$ cat config.mk
export PLATFORM = sky130hd
export DESIGN_NAME = rd_burst_seq
export DESIGN_NICKNAME = d
export VERILOG_FILES = /design/src/rtl/rdq_pkg.sv /design/src/rtl/rdq_pair_clamp.sv /design/src/rtl/rdq_slot_ctrl.sv /design/src/rtl/rdq_bus_track.sv /design/src/rtl/rd_burst_seq.sv
export SDC_FILE = /design/constraint.sdc
export NUM_CORES = 1
export LEC_CHECK = 0
export ABC_AREA = 1
export BUFFER_PORTS_ARGS = -buffer_cell sky130_fd_sc_hd__buf_2
export CAP_MARGIN = 10
export CORE_MARGIN = 2
export CORE_UTILIZATION = 35
export CTS_CLUSTER_SIZE = 10
export DETAILED_ROUTE_END_ITERATION = 7
export PLACE_DENSITY = 0.7
export SLEW_MARGIN = 30
export SYNTH_ARGS = -nofsm -noshare
export SYNTH_HDL_FRONTEND = slang
export SYNTH_SLANG_ARGS = --single-unit
$ cat constraint.sdc
create_clock -name clk -period 1.6 [get_ports clk]
set_clock_uncertainty 0.05 [all_clocks]
set_input_delay 0 -clock clk [delete_from_list [all_inputs] [get_ports clk]]
set_output_delay 0 -clock clk [all_outputs]
set_load 0.005 [all_outputs]
$ cat src/rtl/rdq_pkg.sv
// Shared types for the read burst sequencer.
// Assumes: the command pins are active low, and clock enable is held high by the top.
package rdq_pkg;

    typedef enum logic [2:0] {
        CMD_NOP   = 3'd0,
        CMD_READ  = 3'd1,
        CMD_WRITE = 3'd2,
        CMD_BST   = 3'd3,
        CMD_PRE   = 3'd4
    } rdq_cmd_e;

    typedef enum logic [1:0] {
        STOP_NONE = 2'd0,
        STOP_BST  = 2'd1,
        STOP_PRE  = 2'd2,
        STOP_RSV  = 2'd3
    } rdq_stop_e;

    // Map a command to {cs_n, ras_n, cas_n, we_n}.
    function automatic logic [3:0] cmd_pins(rdq_cmd_e c);
        case (c)
            CMD_READ:  return 4'b0101;
            CMD_WRITE: return 4'b0100;
            CMD_BST:   return 4'b0110;
            CMD_PRE:   return 4'b0010;
            default:   return 4'b0111;
        endcase
    endfunction

endpackage

$ cat src/rtl/rdq_pair_clamp.sv
// Works out the effective number of column pairs for a read request.
// Assumes: BL is 2, 4 or 8, and PAIR_W is wide enough to hold BL/2.
module rdq_pair_clamp #(
    parameter int BL     = 8,
    parameter int PAIR_W = 3
) (
    input  logic [PAIR_W-1:0] pairs,
    input  logic              ap,
    input  logic [1:0]        stop,
    output logic [PAIR_W-1:0] x_eff
);
    localparam int HALF = BL / 2;

    // Full burst for auto-precharge or no stop; otherwise limit to 1..HALF.
    always_comb begin
        if (ap || stop == rdq_pkg::STOP_NONE || stop == rdq_pkg::STOP_RSV)
            x_eff = PAIR_W'(HALF);
        else if (pairs == '0)
            x_eff = PAIR_W'(1);
        else if (pairs > PAIR_W'(HALF))
            x_eff = PAIR_W'(HALF);
        else
            x_eff = pairs;
    end
endmodule

$ cat src/rtl/rdq_slot_ctrl.sv
// Command timing for read bursts. It issues a Read, counts to the slot
// x cycles later, and there issues a chained Read, a terminate or a precharge.
// Assumes: req_x is already limited to 1..BL/2, and wr_ok reports an idle data bus.
module rdq_slot_ctrl #(
    parameter int BL     = 8,
    parameter int PAIR_W = 3,
    parameter int BA_W   = 2,
    parameter int COL_W  = 9,
    parameter int ADDR_W = 13,
    parameter int AP_BIT = 10
) (
    input  logic                 clk,
    input  logic                 rst_n,
    input  logic                 req_valid,
    input  logic                 req_write,
    input  logic [BA_W-1:0]      req_bank,
    input  logic [COL_W-1:0]     req_col,
    input  logic                 req_ap,
    input  logic [PAIR_W-1:0]    req_x,
    input  logic [1:0]           req_stop,
    input  logic                 wr_ok,
    output logic                 req_ready,
    output logic                 rd_fire,
    output rdq_pkg::rdq_cmd_e    cmd,
    output logic [BA_W-1:0]      cmd_ba,
    output logic [ADDR_W-1:0]    cmd_addr
);
    import rdq_pkg::*;

    localparam int HALF = BL / 2;

    logic              busy;
    logic [PAIR_W-1:0] cnt;
    logic [PAIR_W-1:0] x_cur;
    logic [1:0]        stop_cur;
    logic [BA_W-1:0]   bank_cur;
    logic              slot;
    logic              take;
    logic              wr_fire;
    logic [ADDR_W-1:0] rd_addr;
    logic [ADDR_W-1:0] wr_addr;

    // The slot is the last cycle before the pins show the cycle x after the Read.
    assign slot      = busy && (cnt == x_cur - PAIR_W'(1));
    assign req_ready = req_write ? (!busy && wr_ok) : (!busy || slot);
    assign take      = req_valid && req_ready;
    assign rd_fire   = take && !req_write;
    assign wr_fire   = take && req_write;

    // Build the column addresses: the read carries auto-precharge, the write clears it.
    always_comb begin
        rd_addr                = '0;
        rd_addr[COL_W-1:0]     = req_col;
        rd_addr[AP_BIT]        = req_ap;
        wr_addr                = '0;
        wr_addr[COL_W-1:0]     = req_col;
    end

    // Register the command pins and run the burst slot counter.
    always_ff @(posedge clk) begin
        if (!rst_n) begin
            busy     <= 1'b0;
            cnt      <= '0;
            x_cur    <= PAIR_W'(1);
            stop_cur <= STOP_NONE;
            bank_cur <= '0;
            cmd      <= CMD_NOP;
            cmd_ba   <= '0;
            cmd_addr <= '0;
        end else begin
            cmd      <= CMD_NOP;
            cmd_ba   <= '0;
            cmd_addr <= '0;
            if (rd_fire) begin
                cmd      <= CMD_READ;
                cmd_ba   <= req_bank;
                cmd_addr <= rd_addr;
                busy     <= 1'b1;
                cnt      <= '0;
                x_cur    <= req_x;
                stop_cur <= req_stop;
                bank_cur <= req_bank;
            end else if (wr_fire) begin
                cmd      <= CMD_WRITE;
                cmd_ba   <= req_bank;
                cmd_addr <= wr_addr;
            end else if (slot) begin
                busy <= 1'b0;
                if (stop_cur == STOP_BST) begin
                    cmd <= CMD_BST;
                end else if (stop_cur == STOP_PRE) begin
                    cmd    <= CMD_PRE;
                    cmd_ba <= bank_cur;
                end
            end else if (busy) begin
                cnt <= cnt + PAIR_W'(1);
            end
        end
    end

    // between a Read and its slot the pins stay quiet.
    assert_quiet_gap_R3: assert property (@(posedge clk) disable iff (!rst_n)
        (busy && !slot) |=> (cmd == CMD_NOP));

    // the counter never passes the slot.
    assert_cnt_bound_R3: assert property (@(posedge clk) disable iff (!rst_n)
        busy |-> (cnt < x_cur));

    // a Read only starts with a pair count inside 1..BL/2.
    assert_x_range_R4: assert property (@(posedge clk) disable iff (!rst_n)
        rd_fire |-> (req_x >= PAIR_W'(1) && req_x <= PAIR_W'(HALF)));

    // a write is never taken while a burst is counting.
    assert_write_idle_R10: assert property (@(posedge clk) disable iff (!rst_n)
        wr_fire |-> !busy);
endmodule

$ cat src/rtl/rdq_bus_track.sv
// Follows the read data bus. It delays each Read by CL cycles, then counts
// the data cycles and marks the strobe preamble and postamble.
// Assumes: chained Reads are at least x cycles apart, so bursts never overlap.
module rdq_bus_track #(
    parameter int CL     = 3,
    parameter int BL     = 8,
    parameter int PAIR_W = 3
) (
    input  logic              clk,
    input  logic              rst_n,
    input  logic              push,
    input  logic [PAIR_W-1:0] push_len,
    output logic              bus_drive,
    output logic              dqs_pre,
    output logic              dqs_post,
    output logic              bus_idle
);
    localparam int HALF = BL / 2;

    logic [CL-1:0]     pv;
    logic [PAIR_W-1:0] pl [CL];
    logic [PAIR_W-1:0] dcnt;

    // Latency line: stage j is valid j cycles after the Read shows on the pins.
    always_ff @(posedge clk) begin
        if (!rst_n) begin
            pv <= '0;
            for (int j = 0; j < CL; j++) pl[j] <= '0;
        end else begin
            pv[0] <= push;
            pl[0] <= push_len;
            for (int j = 1; j < CL; j++) begin
                pv[j] <= pv[j-1];
                pl[j] <= pl[j-1];
            end
        end
    end

    // Data counter: load the burst length as the first data cycle begins, then count down.
    always_ff @(posedge clk) begin
        if (!rst_n)
            dcnt <= '0;
        else if (pv[CL-1])
            dcnt <= pl[CL-1];
        else if (dcnt != '0)
            dcnt <= dcnt - PAIR_W'(1);
    end

    assign bus_drive = (dcnt != '0);
    assign dqs_pre   = pv[CL-1] && (dcnt == '0);
    assign dqs_post  = (dcnt == PAIR_W'(1)) && !pv[CL-1];
    assign bus_idle  = (pv == '0) && (dcnt == '0);

    // a new burst only reaches the bus as the previous one ends.
    assert_no_collide_R7: assert property (@(posedge clk) disable iff (!rst_n)
        pv[CL-1] |-> (dcnt <= PAIR_W'(1)));

    // a preamble is always followed by driven data.
    assert_pre_then_data_R9: assert property (@(posedge clk) disable iff (!rst_n)
        dqs_pre |=> bus_drive);

    // a burst never runs longer than BL/2 cycles.
    assert_len_bound_R8: assert property (@(posedge clk) disable iff (!rst_n)
        dcnt <= PAIR_W'(HALF));
endmodule

$ cat src/rtl/rd_burst_seq.sv
// Top of the DDR read burst sequencer. It limits the pair count, times the
// commands in rdq_slot_ctrl, follows the data bus in rdq_bus_track and
// encodes the pins.
// Assumes: rows are already open, BL is 2, 4 or 8, CL >= 1, and COL_W <= AP_BIT.
module rd_burst_seq #(
    parameter int CL     = 3,
    parameter int BL     = 8,
    parameter int PAIR_W = 3,
    parameter int BA_W   = 2,
    parameter int COL_W  = 9,
    parameter int ADDR_W = 13,
    parameter int AP_BIT = 10
) (
    input  logic              clk,
    input  logic              rst_n,
    input  logic              req_valid,
    input  logic              req_write,
    input  logic [BA_W-1:0]   req_bank,
    input  logic [COL_W-1:0]  req_col,
    input  logic [PAIR_W-1:0] req_pairs,
    input  logic              req_ap,
    input  logic [1:0]        req_stop,
    output logic              req_ready,
    output logic              cmd_cke,
    output logic              cmd_cs_n,
    output logic              cmd_ras_n,
    output logic              cmd_cas_n,
    output logic              cmd_we_n,
    output logic [BA_W-1:0]   cmd_ba,
    output logic [ADDR_W-1:0] cmd_addr,
    output logic              bus_drive,
    output logic              dqs_pre,
    output logic              dqs_post
);
    import rdq_pkg::*;

    localparam int HALF = BL / 2;

    logic [PAIR_W-1:0] x_eff;
    logic [1:0]        stop_eff;
    logic              rd_fire;
    logic              bus_idle;
    rdq_cmd_e          cmd;

    // Auto-precharge bursts take no explicit stop command.
    assign stop_eff = req_ap ? STOP_NONE : req_stop;

    rdq_pair_clamp #(.BL(BL), .PAIR_W(PAIR_W)) u_clamp (
        .pairs (req_pairs),
        .ap    (req_ap),
        .stop  (req_stop),
        .x_eff (x_eff)
    );

    rdq_slot_ctrl #(
        .BL(BL), .PAIR_W(PAIR_W), .BA_W(BA_W),
        .COL_W(COL_W), .ADDR_W(ADDR_W), .AP_BIT(AP_BIT)
    ) u_slot (
        .clk       (clk),
        .rst_n     (rst_n),
        .req_valid (req_valid),
        .req_write (req_write),
        .req_bank  (req_bank),
        .req_col   (req_col),
        .req_ap    (req_ap),
        .req_x     (x_eff),
        .req_stop  (stop_eff),
        .wr_ok     (bus_idle),
        .req_ready (req_ready),
        .rd_fire   (rd_fire),
        .cmd       (cmd),
        .cmd_ba    (cmd_ba),
        .cmd_addr  (cmd_addr)
    );

    rdq_bus_track #(.CL(CL), .BL(BL), .PAIR_W(PAIR_W)) u_bus (
        .clk       (clk),
        .rst_n     (rst_n),
        .push      (rd_fire),
        .push_len  (x_eff),
        .bus_drive (bus_drive),
        .dqs_pre   (dqs_pre),
        .dqs_post  (dqs_post),
        .bus_idle  (bus_idle)
    );

    // Pin encoding; clock enable stays high.
    assign {cmd_cs_n, cmd_ras_n, cmd_cas_n, cmd_we_n} = cmd_pins(cmd);
    assign cmd_cke = 1'b1;

    // a Write on the pins never meets read data or a preamble.
    assert_write_clear_R10: assert property (@(posedge clk) disable iff (!rst_n)
        (cmd == CMD_WRITE) |-> (!bus_drive && !dqs_pre));

    // an accepted auto-precharge read always runs the full burst.
    assert_ap_full_R11: assert property (@(posedge clk) disable iff (!rst_n)
        (req_valid && req_ready && !req_write && req_ap) |-> (x_eff == PAIR_W'(HALF)));
endmodule

=== After elaboration in Yosys (flattened, before gate mapping) ===
Memories as Yosys holds them, arrays and structs flattened.
Index checks and enable logic that the tools add are counted.

* $add $sub $neg: 3
* Magnitude comparators: 1
* Eq/ne operators: 10
* Multiplexer cells: 28
* Bitwise logic cells: 6
* Reduce and logical (&&, ||, !) cells: 25

{| class="wikitable"
|+ Operator list
! cell !! count
|-
| $mux 3 || 9
|-
| $mux 2 || 9
|-
| $pmux 3 s4 || 1
|-
| $mux 11 || 1
|-
| $logic_not 3->1 || 3
|-
| $mux 9 || 1
|-
| $logic_and 1x1->1 || 8
|-
| $mux 1 || 7
|-
| $eq 3x1->1 const B || 2
|-
| $eq 3x2->1 const B || 2
|-
| $sub 3x1->3 const B || 2
|-
| $reduce_or 5->1 || 1
|-
| $eq 2x2->1 const B || 2
|-
| $reduce_bool 2->1 || 2
|-
| $add 3x1->3 const B || 1
|-
| $eq 3x3->1 || 1
|-
| $eq 3x3->1 const B || 1
|-
| $gt 3x3->1 const B || 1
|-
| $logic_not 1->1 || 3
|-
| $logic_or 1x1->1 || 3
|-
| $not 1->1 || 3
|-
| $or 1x1->1 || 3
|-
| $reduce_and 3->1 || 1
|-
| $reduce_bool 3->1 || 1
|-
| other kinds (5) || 5
|}

* Register bits after elaboration: 35
* Bits in writable memories: 9
* Input port bits: 21
* Output and inout port bits: 24
* Word-level logic and storage cells: 87
* Memories kept: 1

{| class="wikitable"
|+ Memories
! memory !! depth !! bits a word !! read ports !! clocked after Yosys merged registers in !! wr ports !! line !! RTL
|-
| u_bus.pl || 3 || 3 || 3 || 0 || 3 || rdq_bus_track.sv:21 || <nowiki>logic [PAIR_W-1:0] pl [CL];</nowiki>
|}

=== Depth between registers and ports, before layout ===
Gate-level depths: netlist of run 1.

* Word-level depth: 9
* Depth in mapped cells: 13
* Gate-level depth less buffers: 13

=== Hierarchy ===
From an unflattened synthesis of run 1, not the netlist that was laid out.

* Cells, all modules: 242
* Area total of the unflattened synthesis: 1854.3 sq um

{| class="wikitable"
|+ Modules (own cells, without submodules)
! module !! instances !! cells each !! area an instance (sq um) !! sequential area each (sq um)
|-
| rdq_slot_ctrl || 1 || 143 || 1152.4 || 520.5
|-
| rdq_bus_track || 1 || 70 || 568.0 || 300.3
|-
| rd_burst_seq || 1 || 16 || 72.6 || 0.0
|-
| rdq_pair_clamp || 1 || 13 || 61.3 || 0.0
|}

=== Worst setup path after synthesis of run 1 ===
OpenSTA, ideal clock, no wires.

* Path type: register to register
* Start: register u_slot.x_cur[0]
* End: register u_slot.cmd[1]
* Setup time: 0.067 ns
* Arrival time: 1.459 ns
* Required time: 1.483 ns
* Path slack: 0.024 ns
* Stages on the path, launching flop included: 10
* Buffers on the path: 1
* Period minus slack after synthesis: 1.576 ns
* Cells stage by stage: dfxtp_1 > inv_2 > ha_1 > xnor2_1 > nor2_2 > nand2_2 > nand2_4 > nand3_4 > buf_6 > a21oi_4

* Word-level cells in the longest chain between the ends: 8
* Elaborated cells between the ends (all ways): 11
* Classes of those cells: add/sub (1); eq/ne (1); mux (3); reduce/logical (6)

{| class="wikitable"
|+ RTL lines
! what !! line !! RTL
|-
| from (decl) || rdq_slot_ctrl.sv:34 || <nowiki>logic [PAIR_W-1:0] x_cur;</nowiki>
|-
| from (signal assigned) || rdq_slot_ctrl.sv:80 || <nowiki>x_cur <= req_x;</nowiki>
|-
| $sub 3x1->3 (*) || rdq_slot_ctrl.sv:44 || <nowiki>assign slot = busy && (cnt == x_cur - PAIR_W'(1));</nowiki>
|-
| $eq 3x3->1 (*) || rdq_slot_ctrl.sv:44 ||
|-
| $logic_and 1x1->1 (*) || rdq_slot_ctrl.sv:44 ||
|-
| $logic_or 1x1->1 || rdq_slot_ctrl.sv:45 || <nowiki>assign req_ready = req_write ? (!busy && wr_ok) : (!busy || slot);</nowiki>
|-
| $mux 1 || rdq_slot_ctrl.sv:45 ||
|-
| $logic_and 1x1->1 || rdq_slot_ctrl.sv:46 || <nowiki>assign take = req_valid && req_ready;</nowiki>
|-
| $logic_and 1x1->1 (on tied branches) || rdq_slot_ctrl.sv:48, rdq_slot_ctrl.sv:47 ||
|-
| $mux 2 / $reduce_or 2->1 (equally long branches) || - ||
|-
| to (signal assigned) || rdq_slot_ctrl.sv:84 || <nowiki>cmd <= CMD_WRITE;</nowiki>
|-
| to (signal assigned) || rdq_slot_ctrl.sv:90 || <nowiki>cmd <= CMD_BST;</nowiki>
|-
| to (signal assigned) || rdq_slot_ctrl.sv:92 || <nowiki>cmd <= CMD_PRE;</nowiki>
|-
| to (decl) || rdq_slot_ctrl.sv:24 || <nowiki>output rdq_pkg::rdq_cmd_e cmd,</nowiki>
|}

Every way passes the cells marked *; elsewhere a longest branch is shown, timed or not.
A chain may end at the register's enable or synchronous reset.

=== Final worst setup path of run 1 ===
* Start: register u_slot.x_cur[1]
* End: register u_slot.cmd_addr[0]

* Word-level cells in the longest chain between the ends: 9
* Elaborated cells between the ends (all ways): 10
* Classes of those cells: add/sub (1); eq/ne (1); mux (3); reduce/logical (5)

{| class="wikitable"
|+ RTL lines
! what !! line !! RTL
|-
| $sub 3x1->3 (*) || rdq_slot_ctrl.sv:44 ||
|-
| $eq 3x3->1 (*) || rdq_slot_ctrl.sv:44 ||
|-
| $logic_and 1x1->1 (*) || rdq_slot_ctrl.sv:44 ||
|-
| $logic_or 1x1->1 (*) || rdq_slot_ctrl.sv:45 ||
|-
| $mux 1 (*) || rdq_slot_ctrl.sv:45 ||
|-
| $logic_and 1x1->1 (*) || rdq_slot_ctrl.sv:46 ||
|-
| $logic_and 1x1->1 || rdq_slot_ctrl.sv:48 || <nowiki>assign wr_fire = take && req_write;</nowiki>
|-
| $mux 9 || rdq_slot_ctrl.sv:83 || <nowiki>end else if (wr_fire) begin</nowiki>
|-
| $mux 11 (*) || rdq_slot_ctrl.sv:74 || <nowiki>if (rd_fire) begin</nowiki>
|-
| to (signal assigned) || rdq_slot_ctrl.sv:77 || <nowiki>cmd_addr <= rd_addr;</nowiki>
|-
| to (signal assigned) || rdq_slot_ctrl.sv:86 || <nowiki>cmd_addr <= wr_addr;</nowiki>
|-
| to (decl) || rdq_slot_ctrl.sv:26 || <nowiki>output logic [ADDR_W-1:0] cmd_addr</nowiki>
|}

Marked as above.

==> summary.md, run 1 <==
| Metric | Value |
|---|---|
| First-pass GRT wire length | `5800 um` |
| Worst-Skew Late Latency | `between 0.2 and 0.3 ns` |
| Avg Cell Area, Syn | `roughly 7.8 um2` |
| Vias in the first global route | `approximately 1.4k` |
| Final worst setup slack | `-0.0345 ns` |
| Power Density | `1090 mW/mm2` |
| Routability cong. | `0.832` |
| Final net count | `323` |
| Crit-path max cell delay | `0.34 ns` |
| Yosys warnings | `0` |
| Simple-gate portion of the synthesized area | `0.282` |
| DRC Markers | `0` |
| Initial antenna violation count | `0` |
| Worst IR Drop VDD | `~0.5 mV` |
| Number of flops mapped to enable cells by yosys | `0` |
| First-pass DRT Iterations | `4` |
| CTS tree | `done` |
| #FFs+latches synth | `41` |
| Port Buffer Count | `39` |
| CTS H-tree depth | `2` |
| Fillers | `432` |
| Max Slew Vio Count | `0` |
| Worst R2R Setup Slack | `-0.03 ns` |
| Cell row count | `25` |
| DRT Wirelength | `3740 um` |
| Post-Syn Area | `0.00177 mm2` |
| Avg WL per Cell | `10.3 um` |
| Clock buffer depth | `2` |
| Seq pwr share | `0.433` |
| Final instance area | `0.00246 mm2` |
| Largest net degree at the start of global routing | `19` |
| Tmin final | `1.63 ns` |
| P_sw | `0.000827 W` |
| Sink Count | `between 40 and 50` |
| Ys async rst share | `0` |
| Initial Utilization | `0.369` |
| Arr. time, crit path | `1.82 ns` |
| Die ar. | `0.00564 mm2` |
| RSZ-0062 raised after global routing | `yes` |
| Req. time, crit path | `~1.8 ns` |
| Outcome | `finished, violations left` |
| CP Cell Sequence | `inv_2, ha_4, xnor2_1, nor2_2, nand2_2, nand2_4, buf_12, nand3_4, buf_6, nor2_1` |
| Logic pwr share | `0.318` |
| Clock power frac | `0.249` |
| Synth Area in Compound Gates | `0.0715` |
| Largest family of logic cells by synthesized area | `simple AND/OR/NAND/NOR gates` |
| CP Class | `flop to flop` |
| Failing checks | `setup timing` |
| Cells after synthesis | `227` |
| Vias per cell | `4.31` |
| Post-synthesis mux area share | `0` |
| Post-Synth XOR/XNOR Area | `0.0149` |
| Non-Filler Instances | `approximately 360` |
| Worst Hold Class | `input port to flop` |
| Final ANT Viol Nets | `0` |
| Core region area | `0.00479 mm2` |
| Seq/Total Area, Yosys | `0.464` |
| DP HPWL | `2570 um` |
| N_diodes | `0` |
| Die span in y | `75.1 um` |
| Power Internal | `0.00185 W` |
| DP Worst Slack | `-0.0470 ns` |
| Die W | `75.1 um` |
| Final hold vios | `0` |
| Layout area overhead | `38.9%` |
| Critical Path Start Type | `flop` |
| Most common cell after layout, fill and taps aside | `nand2_1` |
| Via count | `1570` |
| Pleak | `between 1 and 1.5 nW` |
| CP max-delay cell | `dfxtp_2` |
| CP max FO | `6` |
| GRT Total Usage | `0.136` |
| # IOs | `45` |
| Inst Count DP | `roughly 340` |
| Sw frac | `0.309` |
| Main synth FF type | `dfxtp_1` |
| Final period util | `1.02` |
| Commonest non-fill, non-tap cells in the layout | `47 x nand2_1, 39 x buf_2, 39 x dfxtp_1` |
| CTS clk-pin slew, worst paths | `0.07 ns` |
| CTS Root Cell | `clkbuf_8` |
| Max Cap Violations | `0` |
| CTS buffer count | `5` |
| Final setup fails | `13` |
| DRT iter0 DRCs | `49` |
| Fin Hold WS | `0.0108 ns` |
| Layout cells sized above 1 | `0.333` |
| Adder-cell share of the synthesized area | `0.0354` |
| GRT overflow | `0` |
| Placed Area | `0.00205 mm2` |
| Crit. End Element | `flop` |
| Fmax | `612 MHz` |
| Library cells used by synthesis | `28` |
==> logic make-up after synthesis <==
| group | Yosys count |
|---|---|
| and+or+nand+nor | 105 |
| buffers and inverters | 50 |
| DFF | 41 |
| AOI/OAI and AO/OA | 21 |
| adders and majority gates | 5 |
| xor gates and xnor gates | 3 |
| other | 2 |
==> area by class of cell <==
class / count / area (um2) / area share
well taps: 67 / 83.8 / 0.0341
clock buffers: 7 / 86.3 / 0.0352
repair buffers: 68 / 473 / 0.193
multi-input cells: 141 / 837 / 0.341
flip-flops and latches: 41 / 823 / 0.335
inverters: 40 / 153 / 0.0621
==> through the flow <==
stage                     utilization  total power [W]  TNS (ns)
final                           0.513          0.00268    -0.277
after detailed placement        0.428          0.00190    -0.436
after CTS                       0.503          0.00265         0
after global placement          0.428          0.00188   -0.0198
after global routing            0.513          0.00283     -2.49
after floorplan                     -          0.00166         0
==> worst paths after layout <==
path	startpoint	end	depth (start not counted)
setup reg to reg	u_slot.x_cur[1]$_SDFFE_PN0P_	u_slot.cmd_addr[0]$_SDFF_PN0_	10
hold reg to reg	u_bus.pl[0][3]$_SDFF_PN0_	u_bus.pl[0][6]$_SDFF_PN0_	2
hold / removal	req_pairs[2]	u_bus.pl[0][0]$_SDFF_PN0_	6
setup / recovery	u_slot.x_cur[1]$_SDFFE_PN0P_	u_slot.cmd_addr[0]$_SDFF_PN0_	10
==> state kept, by name (all words and copies together) (netlist names), 2 cells and up <==
| name | flops |
|---|---|
| u_bus.dcnt | 3 |
| u_bus.pl | 9 |
| u_bus.pv | 3 |
| u_slot.cmd_addr | 10 |
| u_slot.cmd | 3 |
| u_slot.cnt | 3 |
| u_slot.x_cur | 3 |
| u_slot.cmd_ba | 2 |
| u_slot.bank_cur | 2 |
| u_slot.stop_cur | 2 |
==> what timing repair did <==
action | 4_1_cts | 5_1_grt
setup endpoints to repair | 24 | 26
pin swaps | 5 | 5
hold endpoints to repair | 19 | 0
resized for setup | 15 | 22
buffers inserted | 4 | 0
hold buffers | 16 | 0
cloned | 2 | 0
==> synth_stat cells (2+ instances only) <==
cell type,count,share of area
nand2_4,2,0.013
xnor2_1,2,0.0099
nand3_1,12,0.034
nand2_2,3,0.011
conb_1,2,0.0042
dfxtp_1,41,0.46
nand3_4,2,0.020
inv_1,38,0.081
o21ai_0,7,0.020
buf_1,2,0.0042
nand4_1,4,0.014
a21oi_1,9,0.025
a211oi_1,3,0.013
ha_1,5,0.035
nor2_1,25,0.053
inv_2,2,0.0042
nand2_1,53,0.11
buf_4,5,0.021
==> critical path: cells and delay by family (launching register included) <==
family / cells / cell delay (ns)
and+or+nand+nor: 5 / 0.48
DFF: 1 / 0.34
buffers and inverters: 3 / 0.34
adders and majority gates: 1 / 0.23
xor gates and xnor gates: 1 / 0.13
==> metal layers <==
metal	vias to the layer above	GRT usage	part of all wire
met1	706	0.174	0.45
met4	0	0.0615	0.019
met2	28	0.219	0.50
met3	7	0.0281	0.028
li1	829	-	-
met5	-	0	0
==> power by group through the flow <==
stage	sequential (W)	clock, W	combinational (W)
2_1_floorplan	0.00117	0	0.000484
3_3_place_gp	0.00118	0	0.000704
3_5_place_dp	0.00118	0	0.000723
4_1_cts	0.00115	0.000685	0.000815
5_1_grt	0.00117	0.000710	0.000948
6_report	0.00116	0.000665	0.000852
(Power assumes the default switching activity.)
==> run 2, diff against run 1 <==
--- a/config.mk
+++ b/config.mk
@@ -6,6 +6,7 @@
 export NUM_CORES = 1
 export LEC_CHECK = 0
 export ABC_AREA = 1
+export ABC_CLOCK_PERIOD_IN_PS = 1600
 export BUFFER_PORTS_ARGS = -buffer_cell sky130_fd_sc_hd__buf_2
 export CAP_MARGIN = 10
 export CORE_MARGIN = 2
@@ -13,6 +14,7 @@
 export CTS_CLUSTER_SIZE = 10
 export DETAILED_ROUTE_END_ITERATION = 7
 export PLACE_DENSITY = 0.7
+export REMOVE_ABC_BUFFERS = 1
 export SLEW_MARGIN = 30
 export SYNTH_ARGS = -nofsm -noshare
 export SYNTH_HDL_FRONTEND = slang
==> summary.md, run 2 (synthesis gave the netlist of run 1 again) <==
| Metric | Value |
|---|---|
| Final worst setup slack | `-0.0730 ns (-0.0385 ns)` |
| # IOs | `45 (unchanged)` |
| DRT iter0 DRCs | `53 (+8.2%)` |
| Cell row count | `25 (unchanged)` |
| DP Worst Slack | `-0.0586 ns (-0.0116 ns)` |
| Final ANT Viol Nets | `0 (unchanged)` |
| CTS clk-pin slew, worst paths | `0.07 ns (about the same)` |
| Outcome | `finished, violations left` |
| DP HPWL | `2500 um (-2.4%)` |
| GRT busiest layer | `met2` |
| Final net count | `325 (+0.62%)` |
| Largest register FFs | `10 (unchanged)` |
| CP max FO | `7 (+1)` |
| Vias in the first global route | `1477 (+7.2%)` |
| Avg WL per Cell | `11.2 um (+9.0%)` |
| Final setup fails | `14 (+1)` |
| CTS H-tree depth | `2 (unchanged)` |
| Met3 track demand over resource | `0.0281 (unchanged)` |
| Clock buffer depth | `2 (unchanged)` |
| Fin Hold WS | `0.0264 ns (+0.0156 ns)` |
| Die ar. | `0.00564 mm2 (unchanged)` |
| Initial antenna violation count | `0 (unchanged)` |
| Die W | `75.1 um (unchanged)` |
| Power Density | `1090 mW/mm2 (+0.22%)` |
| GRT overflow | `0 (unchanged)` |
| Most common cell after layout, fill and taps aside | `nand2_1` |
| Core region area | `0.00479 mm2 (unchanged)` |
| CP Class | `flop to flop` |
| Final period util | `1.05 (+0.0240)` |
| Crit. End Element | `flop` |
| Layout Utilization | `0.528 (+0.0152)` |
| Fmax | `598 MHz (-2.3%)` |
| RSZ-0062 raised after global routing | `yes` |
| Worst Hold Class | `input port to flop` |
| Pleak | `1.25 nW (+2.2%)` |
| Sink Count | `41 (unchanged)` |
| First-pass GRT wire length | `6170 um (+6.4%)` |
| Die span in y | `75.1 um (unchanged)` |
| Tmin final | `1.67 ns (+0.0385 ns)` |
| Worst IR Drop VDD | `0.711 mV (+43%)` |
| Vias per cell | `4.39 (+1.9%)` |
| Final hold vios | `0 (unchanged)` |
| Top flop regs | `u_slot.cmd_addr: 10 flops, u_bus.pl: 9 flops` |
| Routability cong. | `0.768 (-7.7%)` |
| Commonest non-fill, non-tap cells in the layout | `48 x nand2_1, 39 x buf_2, 38 x dfxtp_1` |
| CTS buffer count | `5 (unchanged)` |
| Failing checks | `setup timing` |
| Sum Neg Setup Slack | `-0.299 ns (-0.0221 ns)` |
| CTS tree | `done` |
| Met1 usage | `0.167 (-0.00646)` |
| Max Slew Vio Count | `0 (unchanged)` |
| Met2 Usage GRT | `0.256 (+0.0370)` |
| Via count | `1608 (+2.4%)` |
| DRC Markers | `0 (unchanged)` |
| Port Buffer Count | `39 (unchanged)` |
| GRT Total Usage | `0.143 (+0.00727)` |
| DRT Wirelength | `4100 um (+9.6%)` |
| Req. time, crit path | `1.78 ns (about the same)` |
| Largest net degree at the start of global routing | `23 (+4)` |
| Initial Utilization | `0.369 (unchanged)` |
| Arr. time, crit path | `1.85 ns (+0.03 ns)` |
| Layout cells sized above 1 | `0.351 (+0.0178)` |
| Layout area overhead | `43.0%` |
| Reg with most FFs | `u_slot.cmd_addr` |
| CTS Root Cell | `clkbuf_8` |
| First-pass DRT Iterations | `4 (unchanged)` |
| Critical Path Start Type | `flop` |
| Worst-Skew Late Latency | `0.29 ns (about the same)` |
| N_diodes | `0 (unchanged)` |
| Max Cap Violations | `0 (unchanged)` |
==> run 2: cell count changes in the layout (fill, tap and decap cells not counted), sizes merged <==
cell    before  now
buf         52   53
clkbuf       7    8
==> run 2: cell type report <==
cell class	instances	area, um2
inverter	40	150
timing repair buffer	70	514
clock buffer	7	86.3
multi-input combinational	141	870
fill	407	2260
sequential	41	825
tap	67	83.8
==> run 2: repair_timing <==
action,4_1_cts,5_1_grt
hold buffers,16,0
gates cloned,0,3
setup endpoints to repair,25,27
hold endpoints to repair,19,0
buffers inserted,3,2
pin swaps,4,8
gates resized for setup,11,31
==> run 2: final timing paths <==
kind	startpoint	depth (start not counted)	to	slack (ns)
min	req_pairs[2]	6	u_bus.pl[0][0]$_SDFF_PN0_	0.03
max reg2reg	u_slot.x_cur[0]$_SDFFE_PN1P_	10	u_slot.cmd_addr[0]$_SDFF_PN0_	-0.07
max	u_slot.x_cur[0]$_SDFFE_PN1P_	10	u_slot.cmd_addr[0]$_SDFF_PN0_	-0.07
min reg2reg	u_bus.pl[0][4]$_SDFF_PN0_	2	u_bus.pl[0][7]$_SDFF_PN0_	0.36
==> run 2: power by group <==
group / switching, W / internal [W]
sequential: 0.0000503 / 0.00111
combinational: 0.000481 / 0.000448
clock: 0.000326 / 0.000342
total: 0.000857 / 0.00190
==> run 2: metrics by stage <==
| step | instances | cell area (um2) | total power, W |
|---|---|---|---|
| after floorplan | 220 | 1700 | 0.00162 |
| after global placement | 335 | 2060 | 0.00190 |
| after detailed placement | 335 | 2060 | 0.00193 |
| after CTS | 361 | 2380 | 0.00265 |
| after global routing | 366 | 2530 | 0.00293 |
| final | 366 | 2530 | 0.00276 |
==> run 2: critical path: stages, from the launching register on <==
cell	delay (ns)
dfxtp_2	0.34
inv_2	0.05
ha_4	0.23
xnor2_1	0.13
nor2_2	0.10
nand2_2	0.08
nand2_4	0.08
buf_12	0.14
nand3_4	0.13
clkbuf_16	0.19
nor2_1	0.10
==> run 2: per-layer routing <==
| metal | vias to the layer above | routed length [um] | share of wire |
|---|---|---|---|
| li1 | 831 | - | - |
| met1 | 722 | 1650 | 0.40 |
| met2 | 49 | 2190 | 0.53 |
| met3 | 6 | 185 | 0.045 |
| met4 | 0 | 80 | 0.020 |
| met5 | - | 0 | 0 |
